===== src/rtl/bidir_shreg_pkg.sv =====
package bidir_shreg_pkg;

    // One action per edge, selected by the fixed control priority.
    typedef enum logic [2:0] {
        OP_HOLD     = 3'd0,
        OP_SHIFT_UP = 3'd1,
        OP_SHIFT_DN = 3'd2,
        OP_LOAD     = 3'd3,
        OP_CLEAR    = 3'd4
    } bsr_op_t;

endpackage


===== src/rtl/bsr_op_decode.sv =====
module bsr_op_decode
    import bidir_shreg_pkg::*;
(
    input  logic    sync_clr,
    input  logic    par_load,
    input  logic    shift_en,
    input  logic    dir_up,
    output bsr_op_t op
);

    // Clear, then load, then enabled shift, then hold.
    always_comb begin
        if (sync_clr)
            op = OP_CLEAR;
        else if (par_load)
            op = OP_LOAD;
        else if (shift_en)
            op = dir_up ? OP_SHIFT_UP : OP_SHIFT_DN;
        else
            op = OP_HOLD;
    end

endmodule


===== src/rtl/bsr_next_value.sv =====
module bsr_next_value
    import bidir_shreg_pkg::*;
#(
    parameter int WIDTH = 4
) (
    input  bsr_op_t          op,
    input  logic [WIDTH-1:0] cur,
    input  logic [WIDTH-1:0] par_in,
    input  logic             ser_in_up,
    input  logic             ser_in_dn,
    output logic [WIDTH-1:0] nxt
);

    localparam int TOP = WIDTH - 1;

    logic [WIDTH-1:0] up_v;
    logic [WIDTH-1:0] dn_v;

    // Per-bit neighbour selection for both shift directions.
    for (genvar i = 0; i < WIDTH; i++) begin : g_bit
        if (i == 0) begin : g_up_edge
            assign up_v[i] = ser_in_up;
        end else begin : g_up_mid
            assign up_v[i] = cur[i-1];
        end
        if (i == TOP) begin : g_dn_edge
            assign dn_v[i] = ser_in_dn;
        end else begin : g_dn_mid
            assign dn_v[i] = cur[i+1];
        end
    end

    always_comb begin
        case (op)
            OP_CLEAR:    nxt = '0;
            OP_LOAD:     nxt = par_in;
            OP_SHIFT_UP: nxt = up_v;
            OP_SHIFT_DN: nxt = dn_v;
            default:     nxt = cur;
        endcase
    end

endmodule


===== src/rtl/bidir_shreg.sv =====
module bidir_shreg
    import bidir_shreg_pkg::*;
#(
    parameter int WIDTH = 4
) (
    input  logic             clk,
    input  logic             sync_clr,
    input  logic             par_load,
    input  logic             shift_en,
    input  logic             dir_up,
    input  logic             ser_in_up,
    input  logic             ser_in_dn,
    input  logic [WIDTH-1:0] par_in,
    output logic [WIDTH-1:0] word_out
);

    typedef struct packed {
        logic [WIDTH-1:0] word;
    } state_t;

    // Power-up contents are zero through the initial value.
    state_t  st_q = '0;
    state_t  st_d;
    bsr_op_t op;
    logic [WIDTH-1:0] nxt_word;

    bsr_op_decode u_decode (
        .sync_clr (sync_clr),
        .par_load (par_load),
        .shift_en (shift_en),
        .dir_up   (dir_up),
        .op       (op)
    );

    bsr_next_value #(.WIDTH(WIDTH)) u_next (
        .op        (op),
        .cur       (st_q.word),
        .par_in    (par_in),
        .ser_in_up (ser_in_up),
        .ser_in_dn (ser_in_dn),
        .nxt       (nxt_word)
    );

    always_comb begin
        st_d      = st_q;
        st_d.word = nxt_word;
    end

    always_ff @(posedge clk) begin
        st_q <= st_d;
    end

    assign word_out = st_q.word;

endmodule


===== config.mk =====
export PLATFORM = sky130hd
export DESIGN_NAME = bidir_shreg
export DESIGN_NICKNAME = d
export VERILOG_FILES = /design/src/rtl/bidir_shreg_pkg.sv /design/src/rtl/bsr_op_decode.sv /design/src/rtl/bsr_next_value.sv /design/src/rtl/bidir_shreg.sv
export SDC_FILE = /design/constraint.sdc
export NUM_CORES = 1
export LEC_CHECK = 0
export CELL_PAD_IN_SITES_DETAIL_PLACEMENT = 0
export CELL_PAD_IN_SITES_GLOBAL_PLACEMENT = 1
export CORE_AREA = 2 2 39 41
export DETAILED_ROUTE_END_ITERATION = 8
export DIE_AREA = 0 0 41 43
export GPL_ROUTABILITY_DRIVEN = 0
export GPL_TIMING_DRIVEN = 0
export PLACE_DENSITY_LB_ADDON = 0.1
export SLEW_MARGIN = 30
export SYNTH_ARGS = -nofsm -noshare
export SYNTH_HDL_FRONTEND = slang
export SYNTH_SLANG_ARGS = --single-unit
export TNS_END_PERCENT = 20

===== constraint.sdc =====
create_clock -name clk -period 1.17 [get_ports clk]
set_clock_uncertainty 0.05 [all_clocks]
set_input_delay 0.234 -clock clk [delete_from_list [all_inputs] [get_ports clk]]
set_output_delay 0.234 -clock clk [all_outputs]
set_load 0.01 [all_outputs]

==> Word-level counts from Yosys, hierarchy flattened <==
Index checks and enable logic that the tools add are counted.
{ "totals": {"register_bits": 4, "input_bits": 11, "out_inout_bits": 4, "elab_cells": 11} }
{ "classes": {"eq_ne": 4, "n_mux": 5, "reduce_logical": 1} }
{ "ops": {"columns": ["operator", "count"], "rows": [
  ["4-bit one-hot mux with 4 select lines", 1],
  ["3-bit 2-to-1 mux", 3],
  ["3-bit by 2-bit == test with 1-bit output (second input constant)", 2],
  ["4-bit nonzero test", 1],
  ["3-bit by 1-bit == test with 1-bit output (second input constant)", 1],
  ["3-bit == test (second input constant)", 1],
  ["2-bit 2-to-1 mux", 1]
]} }

==> Logic depth before layout (Yosys ltp) <==
{ "depth": {"word_depth": 6, "mapped_depth": 3, "mapped_depth_nobuf": 2} }

==> Cells and area by module <==
A second synthesis with hierarchy kept.
{ "hier_totals": {"hier_cells": 34, "area_unflattened_um2": 294.0} }
{ "modules_own_cells": {"columns": ["mod", "instances", "cells_each", "area_each_um2", "seq_area_each_um2"], "rows": [
  ["bsr_next_value", 1, 24, 178.9, 0.0],
  ["bidir_shreg", 1, 4, 80.1, 80.1],
  ["bsr_op_decode", 1, 6, 35.0, 0.0]
]} }

==> Worst setup path before layout <==
OpenSTA, ideal clock, no wires.
{ "synth_timing": {"path_type": "in2reg", "from": "in shift_en", "to": "reg st_q (netlist bit word_out[0]), enable pin", "setup_time_ns": 0.271, "arrival_time_ns": 0.746, "t_required_ns": 0.849, "setup_slack_ns": 0.103, "cell_stages": 1, "n_path_buf": 0, "cell_sequence": "or3_2"} }
{ "synth_between": {"elab_chain_cells": 5, "word_cells_on_any_way": 8, "classes_between": "4 x eq/ne; 3 x mux; 1 x reduce/logical"} }
{ "synth_rtl": {"columns": ["element", "line", "text"], "rows": [
  ["start: declaration", "bidir_shreg.sv:9", "input logic shift_en,"],
  ["3-bit 2-to-1 mux *", "bsr_op_decode.sv:17", "else if (shift_en)"],
  ["3-bit 2-to-1 mux *", "bsr_op_decode.sv:15", "else if (par_load)"],
  ["3-bit 2-to-1 mux *", "bsr_op_decode.sv:13", "if (sync_clr)"],
  ["3-bit == test, or another cell as far along", "bsr_next_value.sv:34", "case (op)"],
  ["4-bit nonzero test (no line) *", null, null],
  ["end signal: assignment", "bidir_shreg.sv:50", "st_q <= st_d;"],
  ["end: declaration", "bidir_shreg.sv:22", "state_t st_q = '0;"]
]} }
Every way passes the cells marked *; elsewhere a longest branch is shown, timed or not.
A chain may end at the register's enable or synchronous reset.

==> Final worst setup path <==
{ "layout_timing": {"from": "reg st_q (netlist bit word_out[2])", "to": "out word_out[2]"} }
{ "layout_lines": {"columns": ["element", "line", "text"], "rows": [
  ["end: declaration", "bidir_shreg.sv:14", "output logic [WIDTH-1:0] word_out"]
]} }
No word-level cell between the ends.

==> metrics <==
num ports 15; Seq/Total Area, Yosys 0.530; CP max stage cell edfxtp_1; Power Internal 0.346 mW; vias per inst 4.43; n_diodes 0; Final Net Count 46; post-place setup slack -340 ps; Reg power frac 0.397; dpl cells 45; Comb power frac 0.215; Antenna Violating Nets Remaining 0; Netlist cell types 7; Net Switching 0.103 mW; Compound-Gate Fraction of Synth Area 0.155; largest net degree at the start of global routing 5; CTS H-Tree Depth 1; max FFs per register 4; drt pass-1 iters 3; Arrival @ worst endpoint 860 ps; worst r2r dst word_out[3]; startpoint types flop; CTS Buf Count 3; total grt overflow 0; Slew HR 0.809; CP Cell Sequence clkdlybuf4s15_1; final std cells w/o fill 49; WP data required 890 ps; Max Slew Vio Count 0; Syn Nets 27; number of global-route vias before repair 199; layout cell share with drive strength beyond 1 0.394; Reg clk slew, reported paths 40 ps; Worst Hold End word_out[2]; worst r2r src word_out[2]; setup TNS 0 ps; main combinational cell family by area after synthesis multiplexers; die area 0.00176 mm2; Leak 0.193 nW; IO buf count 13; first-pass GRT wire length 738 um; Hold Path Depth 2; Global Route Usage Sum 0.0737; minimum period implied by the final worst setup slack 1140 ps; Worst Tran Pin Value 286 ps; Worst Slack Setup Final 25.4 ps; via count 217; Critical Path End Type output pin; min-delay src shift_en; FILL cells 152; synthesized area 226 um2; YS warnings 0; Clk pwr share 0.389; chip height 43 um; Max-Cap Viols 0; antenna violations before repair 0; fmax 874 MHz; Worst-Skew Late Latency 240 ps; Clock Tree Buf Depth 2; worst-case reg-to-reg path depth 3; outcome complete, no violations; Worst Setup Path Type reg -> out; CP delay by family, top flip-flops; core outline area 0.00138 mm2; # clock sinks 4; drt drc 0; Worst IR Drop VDD 0.303 mV; Post-CTS Hold Buffers 0; synthesized flop and latch total 4; Largest stage delay, worst path 380 ps; row count 14; RSZ-0062 raised after global routing false; Net Sw Frac 0.229; crit-path max FO 2; Finished Core Util 0.313; Adder-Cell Fraction of Synth Area 0; simple-gate portion of the synthesized area 0.122; die width 41 um; setup slack, reg-to-reg 80 ps; power per cell area 1040 mW/mm2; multiplexer share of the synthesized area 0.177; Area Overhead vs Synth 91.2%; critical path buffer and inverter count 1; Final Power 0.448 mW; CTS tree yes; Tcrit/Tclk final 0.978; Syn Area/Cell 14.2 um2; Final Hold Viols 0; XOR/XNOR share of the synthesized area 0; Final setup viols 0; root buffer cell clkbuf_4; initial core utilization 0.164; Mapped Cells 16; final wirelength 527 um; Tightest Hold Check Type in -> reg; Avg WL per Cell 10.8 um; DR iter-0 viols 2
-- cells by family after synthesis --
group	Yosys count
flops	4
buf+inv	1
compound gates	4
simple gates	3
mux	4
-- layer usage --
| metal | vias up | track usage | wire (um) |
|---|---|---|---|
| li1 | 100 | - | - |
| met1 | 101 | 0.0588 | 206 |
| met2 | 13 | 0.0969 | 268 |
| met3 | 3 | 0.0314 | 31 |
| met4 | 0 | 0.120 | 20 |
| met5 | - | 0 | 0 |
-- Yosys cell counts --
cell type	n	area share
or3_2	1	0.033
edfxtp_1	4	0.53
clkbuf_1	1	0.017
o2bb2ai_1	4	0.15
or3b_4	1	0.050
mux2i_1	4	0.18
and2b_2	1	0.039
-- repair_timing --
| item | CTS | global route |
|---|---|---|
| endpoints found under the setup margin | 12 | 6 |
| pin swaps | 1 | 3 |
| buffers inserted | 1 | 0 |
| gates resized for setup | 9 | 9 |
-- power by group through the flow --
stage	Combinational (mW)	Clock, mW	Sequential (mW)
floorplan	0.0274	0	0.186
global placement	0.0903	0	0.181
detailed placement	0.0919	0	0.181
CTS	0.0924	0.180	0.178
global route	0.103	0.188	0.180
finish	0.0962	0.174	0.178
-- through the flow --
step | hold slack [ps] | cell area, um2
2_1_floorplan | 378 | 226
3_3_place_gp | 560 | 377
3_5_place_dp | 595 | 377
4_1_cts | 488 | 410
5_1_grt | 339 | 433
6_report | 324 | 433
-- cell usage in the layout, fill, tap and decap left out --
| cell | count |
|---|---|
| clkdlybuf4s50_1 | 6 |
| mux2i_1 | 4 |
| o2bb2ai_2 | 4 |
| edfxtp_1 | 4 |
| clkbuf_4 | 3 |
| dlymetal6s2s_1 | 3 |
| clkdlybuf4s15_1 | 2 |
| clkbuf_2 | 2 |
| and2b_2 | 1 |
| or3b_4 | 1 |
| clkbuf_1 | 1 |
| or3_4 | 1 |
| buf_4 | 1 |
-- worst max-delay path by stage --
stage           startpoint           to  cells past startpoint
3_5_place_dp      sync_clr  word_out[1]                      2
3_3_place_gp      sync_clr  word_out[0]                      2
6_report       word_out[2]  word_out[2]                      1
5_1_grt        word_out[2]  word_out[2]                      1
2_1_floorplan     shift_en  word_out[0]                      1
4_1_cts           shift_en  word_out[2]                      3
-- layout make-up --
| cell class | count | area, um2 | share of cell area |
|---|---|---|---|
| sequential | 4 | 120 | 0.277 |
| multi-input combinational | 11 | 131 | 0.303 |
| buffer | 1 | 3.75 | 0.00867 |
| tap | 16 | 20.0 | 0.0462 |
| timing repair buffer | 14 | 135 | 0.312 |
| clock buffer | 3 | 22.5 | 0.0520 |
No activity file was read; power rests on OpenSTA's default activity.
